==> src/rtl/adc_trig_pkg.sv <==
`timescale 1ns/1ps
package adc_trig_pkg;
  typedef enum logic [1:0] {
    SRC_PIN  = 2'b00,
    SRC_NONE1 = 2'b01,
    SRC_NONE2 = 2'b10,
    SRC_PWM  = 2'b11
  } trig_src_e;
endpackage

==> src/rtl/adc_pin_qual.sv <==
`timescale 1ns/1ps
module adc_pin_qual #(
  parameter int STABLE = 4,
  localparam int CW = $clog2(STABLE + 1)
) (
  input  logic clk_i,
  input  logic rst_ni,
  input  logic pin_i,
  input  logic rise_i,
  output logic edge_o
);
  logic          lvl_q;
  logic [CW-1:0] cnt_q;
  logic          old_ok_q;
  logic          edge_q;
  logic          edge_d;

  // fires on the STABLE-th sample of the new level
  assign edge_d = (pin_i == lvl_q) && (cnt_q == CW'(STABLE - 1)) &&
                  old_ok_q && (lvl_q == rise_i);

  always_ff @(posedge clk_i or negedge rst_ni) begin
    if (!rst_ni) begin
      lvl_q    <= 1'b0;
      cnt_q    <= '0;
      old_ok_q <= 1'b0;
      edge_q   <= 1'b0;
    end else begin
      edge_q <= edge_d;
      if (pin_i != lvl_q) begin
        lvl_q    <= pin_i;
        cnt_q    <= CW'(1);
        old_ok_q <= (cnt_q >= CW'(STABLE));
      end else if (cnt_q != CW'(STABLE)) begin
        cnt_q <= cnt_q + CW'(1);
      end
    end
  end

  assign edge_o = edge_q;

  generate
    if (STABLE == 4) begin : g_chk
      p_stable_levels_r5: assert property (@(posedge clk_i) disable iff (!rst_ni)
        edge_o |-> ($past(pin_i, 1) == $past(pin_i, 4)) &&
                   ($past(pin_i, 2) == $past(pin_i, 4)) &&
                   ($past(pin_i, 3) == $past(pin_i, 4)) &&
                   ($past(pin_i, 5) != $past(pin_i, 4)) &&
                   ($past(pin_i, 5) == $past(pin_i, 8)) &&
                   ($past(pin_i, 6) == $past(pin_i, 8)) &&
                   ($past(pin_i, 7) == $past(pin_i, 8)));
    end
  endgenerate
endmodule

==> src/rtl/adc_pwm_delay.sv <==
`timescale 1ns/1ps
module adc_pwm_delay #(
  parameter int DW    = 8,
  parameter int SHIFT = 2,
  localparam int CW   = DW + SHIFT
) (
  input  logic          clk_i,
  input  logic          rst_ni,
  input  logic          arm_i,
  input  logic          accept_i,
  input  logic          trig_i,
  input  logic [DW-1:0] dly_i,
  output logic          fire_o
);
  logic [CW-1:0] cnt_q;
  logic          take;

  assign take   = arm_i && accept_i && trig_i && (cnt_q == '0);
  assign fire_o = arm_i && ((cnt_q == CW'(1)) || (take && (dly_i == '0)));

  always_ff @(posedge clk_i or negedge rst_ni) begin
    if (!rst_ni)              cnt_q <= '0;
    else if (!arm_i)          cnt_q <= '0;
    else if (cnt_q != '0)     cnt_q <= cnt_q - CW'(1);
    else if (take && (dly_i != '0))
      cnt_q <= {dly_i, {SHIFT{1'b0}}};
  end

  p_count_down_r6: assert property (@(posedge clk_i) disable iff (!rst_ni)
    (arm_i && (cnt_q != '0)) |=> (cnt_q == $past(cnt_q) - CW'(1)));
  p_disarm_clears_r8: assert property (@(posedge clk_i) disable iff (!rst_ni)
    !arm_i |=> (cnt_q == '0));
endmodule

==> src/rtl/adc_chan_prio.sv <==
`timescale 1ns/1ps
module adc_chan_prio #(
  parameter int N = 8,
  localparam int IW = $clog2(N)
) (
  input  logic [N-1:0]  mask_i,
  output logic [IW-1:0] idx_o,
  output logic          any_o
);
  always_comb begin
    idx_o = '0;
    any_o = 1'b0;
    for (int i = N - 1; i >= 0; i--) begin
      if (mask_i[i]) begin
        idx_o = IW'(i);
        any_o = 1'b1;
      end
    end
  end
endmodule

==> src/rtl/adc_trig_seq.sv <==
`timescale 1ns/1ps
module adc_trig_seq #(
  parameter int N      = 8,
  parameter int DW     = 8,
  parameter int STABLE = 4,
  localparam int IW    = $clog2(N)
) (
  input  logic          clk_i,
  input  logic          rst_ni,
  input  logic          conv_en_i,
  input  logic          trig_en_i,
  input  logic [1:0]    trig_src_i,
  input  logic          edge_rise_i,
  input  logic [DW-1:0] pwm_dly_i,
  input  logic [N-1:0]  chan_mask_i,
  input  logic          sw_start_i,
  input  logic          ext_pin_i,
  input  logic          pwm_trig_i,
  input  logic          conv_done_i,
  output logic          start_o,
  output logic [IW-1:0] chan_o,
  output logic          busy_o
);
  import adc_trig_pkg::*;

  trig_src_e     src;
  logic          hw_armed, pin_sel, pwm_sel;
  logic          pin_edge, pwm_fire, hw_fire, start_req;
  logic          sel_any;
  logic [IW-1:0] sel_idx;
  logic          busy_q, start_q;
  logic [IW-1:0] chan_q;

  assign src      = trig_src_e'(trig_src_i);
  assign hw_armed = conv_en_i && trig_en_i;
  assign pin_sel  = (src == SRC_PIN);
  assign pwm_sel  = (src == SRC_PWM);

  adc_pin_qual #(.STABLE(STABLE)) u_pin (
    .clk_i  (clk_i),
    .rst_ni (rst_ni),
    .pin_i  (ext_pin_i),
    .rise_i (edge_rise_i),
    .edge_o (pin_edge)
  );

  adc_pwm_delay #(.DW(DW)) u_pwm (
    .clk_i    (clk_i),
    .rst_ni   (rst_ni),
    .arm_i    (hw_armed && pwm_sel),
    .accept_i (!busy_q),
    .trig_i   (pwm_trig_i),
    .dly_i    (pwm_dly_i),
    .fire_o   (pwm_fire)
  );

  adc_chan_prio #(.N(N)) u_prio (
    .mask_i (chan_mask_i),
    .idx_o  (sel_idx),
    .any_o  (sel_any)
  );

  assign hw_fire   = hw_armed && ((pin_sel && pin_edge) || (pwm_sel && pwm_fire));
  assign start_req = conv_en_i && !busy_q && sel_any && (sw_start_i || hw_fire);

  always_ff @(posedge clk_i or negedge rst_ni) begin
    if (!rst_ni) begin
      busy_q  <= 1'b0;
      start_q <= 1'b0;
      chan_q  <= '0;
    end else begin
      start_q <= start_req;
      if (start_req) begin
        busy_q <= 1'b1;
        chan_q <= sel_idx;
      end else if (conv_done_i || !conv_en_i) begin
        busy_q <= 1'b0;
      end
    end
  end

  assign start_o = start_q;
  assign chan_o  = chan_q;
  assign busy_o  = busy_q;

  function automatic logic lowest_ok(input logic [N-1:0] m, input logic [IW-1:0] c);
    return m[c] && ((m & ((N'(1) << c) - N'(1))) == '0);
  endfunction

  p_start_pulse_r1: assert property (@(posedge clk_i) disable iff (!rst_ni)
    start_o |=> !start_o);
  p_busy_with_start_r2: assert property (@(posedge clk_i) disable iff (!rst_ni)
    start_o |-> busy_o);
  p_done_clears_r2: assert property (@(posedge clk_i) disable iff (!rst_ni)
    (busy_o && conv_done_i) |=> !busy_o);
  p_lowest_chan_r7: assert property (@(posedge clk_i) disable iff (!rst_ni)
    start_o |-> lowest_ok($past(chan_mask_i), chan_o));
  p_needs_enable_r9: assert property (@(posedge clk_i) disable iff (!rst_ni)
    start_o |-> $past(conv_en_i));
  p_idle_only_r10: assert property (@(posedge clk_i) disable iff (!rst_ni)
    start_o |-> !$past(busy_o));
  p_chan_hold_r10: assert property (@(posedge clk_i) disable iff (!rst_ni)
    !start_o |-> $stable(chan_o));
  p_mask_nonempty_r11: assert property (@(posedge clk_i) disable iff (!rst_ni)
    start_o |-> $past(|chan_mask_i));
endmodule

==> config.mk <==
export PLATFORM = sky130hd
export DESIGN_NAME = adc_trig_seq
export DESIGN_NICKNAME = d
export VERILOG_FILES = /design/src/rtl/adc_trig_pkg.sv /design/src/rtl/adc_pin_qual.sv /design/src/rtl/adc_pwm_delay.sv /design/src/rtl/adc_chan_prio.sv /design/src/rtl/adc_trig_seq.sv
export SDC_FILE = /design/constraint.sdc
export NUM_CORES = 1
export LEC_CHECK = 0
export BUFFER_PORTS_ARGS = -buffer_cell sky130_fd_sc_hd__buf_2
export CAP_MARGIN = 10
export CORE_ASPECT_RATIO = 0.8
export CORE_MARGIN = 10
export CORE_UTILIZATION = 23
export CTS_CLUSTER_DIAMETER = 30
export DETAILED_ROUTE_END_ITERATION = 12
export SYNTH_ARGS = -nofsm -noshare
export SYNTH_HDL_FRONTEND = slang
export SYNTH_SLANG_ARGS = --single-unit
==> constraint.sdc <==
create_clock -name clk_i -period 2.4 [get_ports clk_i]
set_input_delay 0.36 -clock clk_i [delete_from_list [all_inputs] [get_ports clk_i]]
set_output_delay 0.36 -clock clk_i [all_outputs]
set_load 0.03 [all_outputs]
==> results of run 1 <==
## where the power goes
| group | internal [mW] | switching, mW |
|---|---|---|
| logic | 0.103 | 0.137 |
| registers | 0.395 | 0.0318 |
| clock network | 0.116 | 0.116 |
## logic make-up (layout without fill, tap and decap cells)
| family | count (synthesis) | in the layout |
|---|---|---|
| compound gates | 26 | 26 |
| xor+xnor | 9 | 9 |
| fa+ha+maj | 6 | 6 |
| buf+inv | 9 | 43 |
| flops | 21 | 21 |
| mux | 3 | 3 |
| simple gates | 60 | 60 |
## critical path, delay by kind of cell, from the launching register on
family                   cells  cell delay (ns)
flip-flops                   1             0.46
adder cells (fa/ha/maj)      1             0.20
AND/OR/NAND/NOR              2             0.44
buffers and inverters        1             0.13
multiplexers                 1             0.32
AO/OA/AOI/OAI                2             0.53
## sequential cells by signal, indices dropped and copies added (netlist names)
register	flops
u_pin.edge_o	1
start_o	1
chan_o	3
u_pwm.cnt_q	10
u_pin.lvl_q	1
u_pin.old_ok_q	1
u_pin.cnt_q	3
busy_o	1
## layer usage
layer / GRT usage [%] / wire, µm / vias up
met4: 2.27 / 40 / 0
met2: 11.6 / 1510 / 14
met1: 8.93 / 1370 / 501
met5: 0 / 0 / -
met3: 1.59 / 119 / 2
li1: - / - / 544
## worst paths after layout
kind	from	to	slack, ns	depth (start not counted)
setup / recovery	u_pwm.cnt_q[0]	chan_o[0]	0.22	7
hold / removal	rst_ni	u_pwm.cnt_q[6]	0.05	1
setup reg to reg	u_pwm.cnt_q[0]	chan_o[0]	0.22	7
hold reg to reg	u_pin.old_ok_q	u_pin.old_ok_q	0.51	2
max in group asynchronous	rst_ni	busy_o	2.01	1
min in group clk_i	conv_done_i	busy_o	0.28	2
## cells in the mapped netlist (2+ instances only)
master and instances:
dfrtp_1 21, ha_1 6, or3_1 2, a31oi_1 3, xnor2_1 3, mux2_4 2, a211oi_1 5, nor4_1 2
clkbuf_1 2, a21oi_1 11, inv_1 7, nor2_1 19, o21ai_0 3, nand4_1 2, xor2_1 6, nor3_1 6
nand2_1 14, nor2b_1 4, nand3_1 2
## cell usage in the layout (no fill, tap or decap), types with 4 or more instances in the layout
master,count
nor2_1,19
a211oi_1,5
xor2_1,6
a21oi_1,11
ha_1,6
inv_1,7
nand2_1,14
dfrtp_1,21
nor2b_1,4
nor3_1,6
buf_2,31
## final cells by class
class                           count  area [µm²]  share of cell area [%]
Multi-Input combinational cell    104         712                    45.8
Sequential cell                    21         526                    33.8
Timing Repair Buffer               32         163                    10.5
Tap cell                           65        81.3                    5.23
Clock buffer                        3        41.3                    2.66
Inverter                            7        26.3                    1.69
Clock inverter                      1        5.00                   0.322
## stage by stage
stage | hold WS (ns) | std cells | setup WS [ns]
after floorplan | 0.0644 | 134 | 0.369
after global placement | 0.360 | 229 | 0.299
after detailed placement | 0.351 | 229 | 0.246
after CTS | 0.0615 | 233 | 0.224
after global routing | 0.0740 | 233 | 0.0107
final | 0.0507 | 233 | 0.218
==> metrics, run 1 <==
CP max stage delay=0.46 ns; gpl congestion=between 0.7 and 0.8; Yosys top cell area share=41.3%; wire length per cell=approximately 13 µm; cell count after synthesis=between 100 and 150; Final Hold Viols=0; Clock Skew=about 0.0067 ns; placed cell areas=1510 µm²; area leader, netlist=dfrtp_1; clock buffer depth=2; cell row count=24; minimum clock period after layout=2.18 ns; max cap viols=0; Synth cell types=33; crit-path cells=inv_1 -> ha_1 -> nor2b_1 -> nand3_4 -> o311ai_4 -> o211ai_4 -> mux2_4; synthesized-area fraction occupied by ao, oa, aoi and oai cells=14.9%; Final Slew Violations=0; max_slew headroom=64.9%; starting density of the core=between 20% and 30%; Inserted Diodes=0; Final ANT Viol Nets=0; Worst Setup Path Type=register to register; Yosys warning total=0; Layout fillers=583; final setup vio count=0; CTS tree=yes; net count after synthesis=about 170; DP HPWL=around 2500 µm; FF+latch count, synth=21; CTS buffer count=3; Die Ht=86.5 µm; Critical-path top delay cell=dfrtp_1; initial antenna violation count=0; Setup Fix Bufs, Post-CTS=0; fin area=~1600 µm²; final wirelength=3040 µm; # hold bufs at CTS=0; worst-path fanout max=6; Die X=around 100 µm; largest family of logic cells by synthesized area=simple AND/OR/NAND/NOR gates; ys async rst share=100%; Tot Pwr=0.899 mW; crit start category=register; initial DRC count=65; vias in the first global route=1058; global route overflow=0; CP arrival=approximately 2.3 ns; clk slew on worst S/H paths=0.08 ns; GRT Total Usage=under 10%; via count=between 1000 and 1500; Util after Layout=28.7%; clock sinks=21; Slew @ Worst Pin=approximately 0.52 ns; RSZ-0062 raised after global routing=false; Net count, final=202; status=finished, final reports clean; mux cell area share after synthesis=3.25%; XOR/XNOR share of the synthesized area=6.20%; peak supply drop=222 µV; data required time of the critical path=roughly 2.6 ns; Placeable Area=5410 µm²; DRC=0; Vias/cell=roughly 4.6; largest net degree at the start of global routing=22; number of synthesized flops with an enable pin=0; Seq/Total Area, Yosys=41.3%; PostCTS Resize Cnt=0; IO Pins=32; drt first pass iters=4; simple-gate share of the synthesized area=around a quarter; Pwr Density=between 500 and 600 nW/µm²; Worst-Skew Late Latency=0.26 ns; Post-Syn Area=approximately 1300 µm²; post-synthesis adder-cell area fraction=under 10%; first-pass GRT wire length=5020 µm; Main synth FF type=dfrtp_1; Final Cycle Share=90.9%; Hold Crit Class=input pin to async pin; clk root buf=clkbuf_8; fmax=between 400 and 500 MHz; Die Footprint=8920 µm²; Port Buffer Count=31; CTS H-tree depth=1; layout cells sized above 1=26.2%; Synth-to-Final Area Change=22.2%; Worst Setup End Kind=register; ranking of synthesized cells by area=dfrtp_1 41%, ha_1 5.9%, nor2_1 5.6%, a21oi_1 4.3%, nand2_1 4.1%; setup TNS=0 ns; synthesized area per cell=~9.5 µm²; Leak=around 0.77 nW
No activity file was read; power rests on OpenSTA's default activity.
==> run 2, diff against run 1 <==
Settings changed: RECOVER_POWER set to 25.
==> run 2 against run 1 <==
Net effect:
- global-route usage stayed put
- highest routed layer unchanged
- critical path type unchanged
- count of clock-buffer cells in the layout stayed put
- first-iteration DRC count is 7.7% lower
- sequential share of layout area is 0.054 points higher
- largest power group unchanged
==> metrics, run 2 (same netlist as run 1, synthesis figures left out) <==
drt first pass iters=4; Power Internal=0.613 mW; worst hold path startpoint=conv_done_i; wire length per cell=13.1 µm; commonest non-fill, non-tap cell in the layout=buf_2; initial antenna violation count=0; CTS H-tree depth=1; max_slew headroom=22.3%; sw frac=31.7%; multi-input logic area=around 700 µm²; Die X=103 µm; CP max stage delay=0.46 ns; clk slew on worst S/H paths=0.08 ns; Final Cycle Share=between 90% and 100%; layout cells sized above 1=approximately a quarter; Critical-path top delay cell=dfrtp_1; max FFs per register=10; crit-path cells=inv_1 -> ha_1 -> nor2b_1 -> nand3_4 -> o311ai_4 -> o211ai_4 -> mux2_4; gpl congestion=0.788; Worst-Skew Late Latency=0.26 ns; data required time of the critical path=2.55 ns; clk root buf=clkbuf_8; initial DRC count=60; Final Slew Violations=0; CTS buffer count=3; Port Buffer Count=31; Inserted Diodes=0; cell row count=24; minimum clock period after layout=2.18 ns; max cap viols=0; Die Ht=86.5 µm; Net count, final=202; Layout fillers=582; placed cell areas=1510 µm²; global route overflow=0; clock sinks=21; Leak=0.763 nW; CP delay by family, top=compound AO/OA/AOI/OAI gates; final wirelength=around 3000 µm; largest net degree at the start of global routing=22; PostCTS Resize Cnt=0; DP HPWL=2480 µm; GRT Total Usage=7.06%; Placeable Area=5410 µm²; clock share of power=25.8%; Die Footprint=8920 µm²; setup TNS=0 ns; Flop pwr share=between 40% and 50%; Synth-to-Final Area Change=22.0%; Top reg by flops=u_pwm.cnt_q; CTS tree=yes; fin area=1550 µm²; pre-CTS WS=0.246 ns; status=finished, final reports clean; Slew @ Worst Pin=1.17 ns; clock buffer depth=2; worst-path fanout max=6; Final ANT Viol Nets=0; final setup vio count=0; first-pass GRT wire length=5020 µm; combinational power share=roughly a quarter; Worst Setup Path Type=register to register; Pwr Density=579 nW/µm²; setup ws final=0.218 ns; Setup Fix Bufs, Post-CTS=0; starting density of the core=about a quarter; FF+latch area=526 µm²; vias in the first global route=1058; DRC=0; RSZ-0062 raised after global routing=false; Worst R2R Start=u_pwm.cnt_q[0]; Worst Setup End Kind=register; IO Pins=32; Final Hold Viols=0; # hold bufs at CTS=0; switching power total=0.285 mW; peak supply drop=~220 µV; fmax=roughly 460 MHz; Clock Skew=0.00717 ns; Hold Crit Class=input pin to register; Vias/cell=4.55; CP arrival=approximately 2.3 ns; crit start category=register; most frequent cells in the layout=29 x buf_2, 21 x dfrtp_1, 19 x nor2_1, 14 x nand2_1, 11 x a21oi_1; CP startpoint=u_pwm.cnt_q[0]; Bufs and invs on worst path=1; via count=1059
[run 2: cell types whose count changed in the layout (fill, tap and decap cells not counted)]
cell and delta:
clkbuf_1 +2, buf_2 -2
[run 2: per-stage QoR]
stage / util (%) / power (mW) / std cells / hold slack, ns
2_1_floorplan: - / 0.594 / 134 / 0.0644
3_3_place_gp: 27.9 / 0.673 / 229 / 0.360
3_5_place_dp: 27.9 / 0.678 / 229 / 0.351
4_1_cts: 28.7 / 0.918 / 233 / 0.0615
5_1_grt: 28.7 / 0.973 / 233 / 0.277
6_report: 28.7 / 0.898 / 233 / 0.282
[run 2: power by group through the flow]
stage                     registers (mW)  clock network [mW]  logic [mW]
after floorplan                    0.452                   0       0.142
after global placement             0.434                   0       0.240
after detailed placement           0.433                   0       0.246
after CTS                          0.427               0.245       0.246
after global routing               0.434               0.263       0.276
final                              0.427               0.231       0.240
[run 2: area by class of cell]
| cell class | instances | share of cell area [%] |
|---|---|---|
| Clock buffer | 3 | 2.66 |
| Multi-Input combinational cell | 104 | 45.9 |
| Inverter | 7 | 1.69 |
| Clock inverter | 1 | 0.323 |
| Sequential cell | 21 | 33.9 |
| Tap cell | 65 | 5.24 |
| Timing Repair Buffer | 32 | 10.3 |
[run 2: final timing paths]
| path | to | slack (ns) | depth (start not counted) |
|---|---|---|---|
| setup reg to reg | chan_o[0] | 0.22 | 7 |
| hold reg to reg | u_pin.old_ok_q | 0.51 | 2 |
| hold / removal | busy_o | 0.28 | 2 |
| min in group asynchronous | u_pwm.cnt_q[6] | 0.31 | 1 |
| max in group asynchronous | busy_o | 1.39 | 1 |
| setup / recovery | chan_o[0] | 0.22 | 7 |
[run 2: layer usage]
layer	part of all wire, %	GRT usage (%)	wire length (µm)	vias up
met3	4.0	1.59	123	2
met5	0	0	0	-
met2	50	11.6	1510	14
met1	45	8.93	1360	499
met4	1.3	2.27	40	0
li1	-	-	-	544
[run 2: worst register-to-register path, stage by stage, from the launching register on]
cell and delay, ns:
dfrtp_1 0.46, inv_1 0.13, ha_1 0.20, nor2b_1 0.32
nand3_4 0.12, o311ai_4 0.38, o211ai_4 0.15, mux2_4 0.32
==> run 3, diff against run 2 <==
Settings changed: ABC_AREA set to 1, CORE_MARGIN 10 to not set.
==> run 3 against run 2 <==
Net effect:
- utilization up 0.33 points
- routed wire length is 4.5% lower
- worst hold slack worse by 0.052 ns
- via count increased by 9.9%
- non-clock buffer count is 1 lower
- critical path depth grew 2
- design area rose by 2.8%
- die area is 32% lower
- clock power rose by 4%
- cell count is 19% higher
- setup slack better by 0.31 ns
- count of clock-buffer cells in the layout unchanged
- critical path type unchanged
- critical endpoint is now u_pwm.cnt_q[6]
- highest routed layer unchanged
==> metrics, run 3 <==
status=finished, final reports clean; Inserted Diodes=0; via count=1164; Hold Crit Class=input pin to register; Pwr Density=~570 nW/µm²; drt first pass iters=4; clock buffer depth=2; Final Hold Viols=0; CTS H-tree depth=1; Worst R2R Start=u_pwm.cnt_q[0]; DRC=0; initial DRC count=69; Die Footprint=between 6000 and 7000 µm²; initial antenna violation count=0; starting density of the core=24.1%; peak supply drop=381 µV; simple-gate share of the synthesized area=26.1%; Port Buffer Count=31; Worst Setup Path Type=register to register; Synth cell types=26; crit start category=register; Die Ht=around 70 µm; vias in the first global route=around 1100; Leak=0.848 nW; first-pass GRT wire length=4970 µm; CP max stage delay=0.52 ns; max cap viols=0; clk root buf=clkbuf_8; final wirelength=2910 µm; Worst-Skew Late Latency=around 0.26 ns; FF+latch count, synth=21; worst hold path startpoint=ext_pin_i; cell count after synthesis=168; max_slew headroom=between 20% and 30%; CTS buffer count=3; post-synthesis adder-cell area fraction=5.68%; number of synthesized flops with an enable pin=0; # hold bufs at CTS=0; Main synth FF type=dfrtp_1; Commonest cells post-synth=30 x nand2_1, 24 x inv_1, 22 x nor2_1, 21 x dfrtp_1, 10 x nand3_1; hold depth=1; largest net degree at the start of global routing=22; Setup Fix Bufs, Post-CTS=0; ys async rst share=100%; XOR/XNOR share of the synthesized area=3.31%; commonest non-fill, non-tap cell in the layout=nand2_1; Layout fillers=approximately 600; data required time of the critical path=2.55 ns; Worst R2R End=u_pwm.cnt_q[6]; Top reg by flops=u_pwm.cnt_q; crit-path cells=inv_1 -> ha_1 -> nand3_1 -> or2_1 -> inv_2 -> a21oi_1 -> o21ai_2 -> o21ai_1 -> nor2_1; CTS tree=yes; PostCTS Resize Cnt=0; CP arrival=a little over 2 ns; Final Cycle Share=77.9%; global route overflow=0; clock sinks=21; RSZ-0062 raised after global routing=false; IO Pins=32; DP HPWL=2290 µm; Yosys warning total=0; Placeable Area=5500 µm²; Clock Skew=roughly 0.0019 ns; Worst Setup End Kind=register; Util after Layout=29.0%; synthesized area per cell=around 7.9 µm²; max FFs per register=10; Final ANT Viol Nets=0; cell row count=24; most frequent cells in the layout=30 x nand2_1, 29 x buf_2, 24 x inv_1, 22 x nor2_1, 21 x dfrtp_1; wire length per cell=10.4 µm; Seq/Total Area, Yosys=between 30% and 40%; ranking of synthesized cells by area=dfrtp_1 40%, nand2_1 8.5%, inv_1 6.8%, nor2_1 6.2%, ha_1 5.7%; Post-Syn Area=around 1300 µm²; Slew @ Worst Pin=1.15 ns; final setup vio count=0; minimum clock period after layout=1.87 ns; clk slew on worst S/H paths=0.08 ns; layout cells sized above 1=about a quarter; setup TNS=0 ns; Synth-to-Final Area Change=20.6%; Vias/cell=4.19; WHS Endpoint=u_pin.lvl_q; Die X=86.8 µm; Net count, final=234; largest family of logic cells by synthesized area=simple AND/OR/NAND/NOR gates; Yosys top cell area share=39.7%; fmax=535 MHz; mux cell area share after synthesis=0%; most frequent cell after synthesis=nand2_1; synthesized-area fraction occupied by ao, oa, aoi and oai cells=15.8%; GRT Total Usage=a little over a tenth; worst r2r path cells=9; Critical-path top delay cell=or2_1; Reg2Reg Setup Slack=0.53 ns; worst-path fanout max=15; Final Slew Violations=0; gpl congestion=0.788; net count after synthesis=201; area leader, netlist=dfrtp_1
[run 3: kinds of logic (layout without fill, tap and decap cells)]
| logic type | Yosys count | in the layout |
|---|---|---|
| flip-flops | 21 | 21 |
| AND/OR/NAND/NOR | 75 | 75 |
| adder cells (fa/ha/maj) | 6 | 6 |
| AO/OA/AOI/OAI | 32 | 32 |
| XOR/XNOR | 5 | 5 |
| buffers and inverters | 29 | 61 |
[run 3: worst max path at each step]
stage	slack [ns]	to	from	cells after the start
floorplan	0.93	chan_o[0]	u_pwm.cnt_q[0]	11
CTS	0.55	u_pwm.cnt_q[6]	u_pwm.cnt_q[0]	9
global route	0.41	u_pwm.cnt_q[6]	u_pwm.cnt_q[0]	9
detailed placement	0.57	u_pwm.cnt_q[6]	u_pwm.cnt_q[0]	9
global placement	0.65	u_pwm.cnt_q[6]	u_pwm.cnt_q[0]	9
finish	0.53	u_pwm.cnt_q[6]	u_pwm.cnt_q[0]	9
[run 3: per-stage QoR]
step           hold slack, ns  instance area [µm²]  cells  setup slack [ns]  total power, mW
2_1_floorplan          0.0644                 1320    168             0.928            0.604
4_1_cts                0.0714                 1600    278             0.551            0.918
6_report                0.230                 1600    278             0.531            0.908
3_5_place_dp            0.366                 1550    274             0.568            0.671
5_1_grt                 0.216                 1600    278             0.405            0.973
3_3_place_gp            0.361                 1550    274             0.648            0.667
[run 3: power by group]
part | switching (mW) | total (mW) | internal, mW
Clock | 0.124 | 0.241 | 0.117
Sequential | 0.0266 | 0.422 | 0.395
Combinational | 0.155 | 0.245 | 0.0900
[run 3: metal layers]
layer	track usage (%)	share of wire (%)	routed length, µm
met3	3.45	6.3	183
met5	0	0	0
met2	14.5	40	1160
met1	15.6	53	1540
met4	1.85	0.86	25
[run 3: cell type report]
class	count	area, µm²	share of cell area [%]
clock buffer	3	41.3	2.59
clock inverter	1	7.51	0.471
inverter	26	97.6	6.12
multi-input combinational	118	673	42.2
sequential	21	526	32.9
tap	78	97.6	6.12
timing repair buffer	31	153	9.57
[run 3: worst max-delay path, delay by kind of cell (launching register included)]
| kind | cells | cell delay [ns] |
|---|---|---|
| AO/OA/AOI/OAI | 3 | 0.30 |
| adder cells (fa/ha/maj) | 1 | 0.22 |
| AND/OR/NAND/NOR | 3 | 0.66 |
| flip-flops | 1 | 0.36 |
| buffers and inverters | 2 | 0.22 |
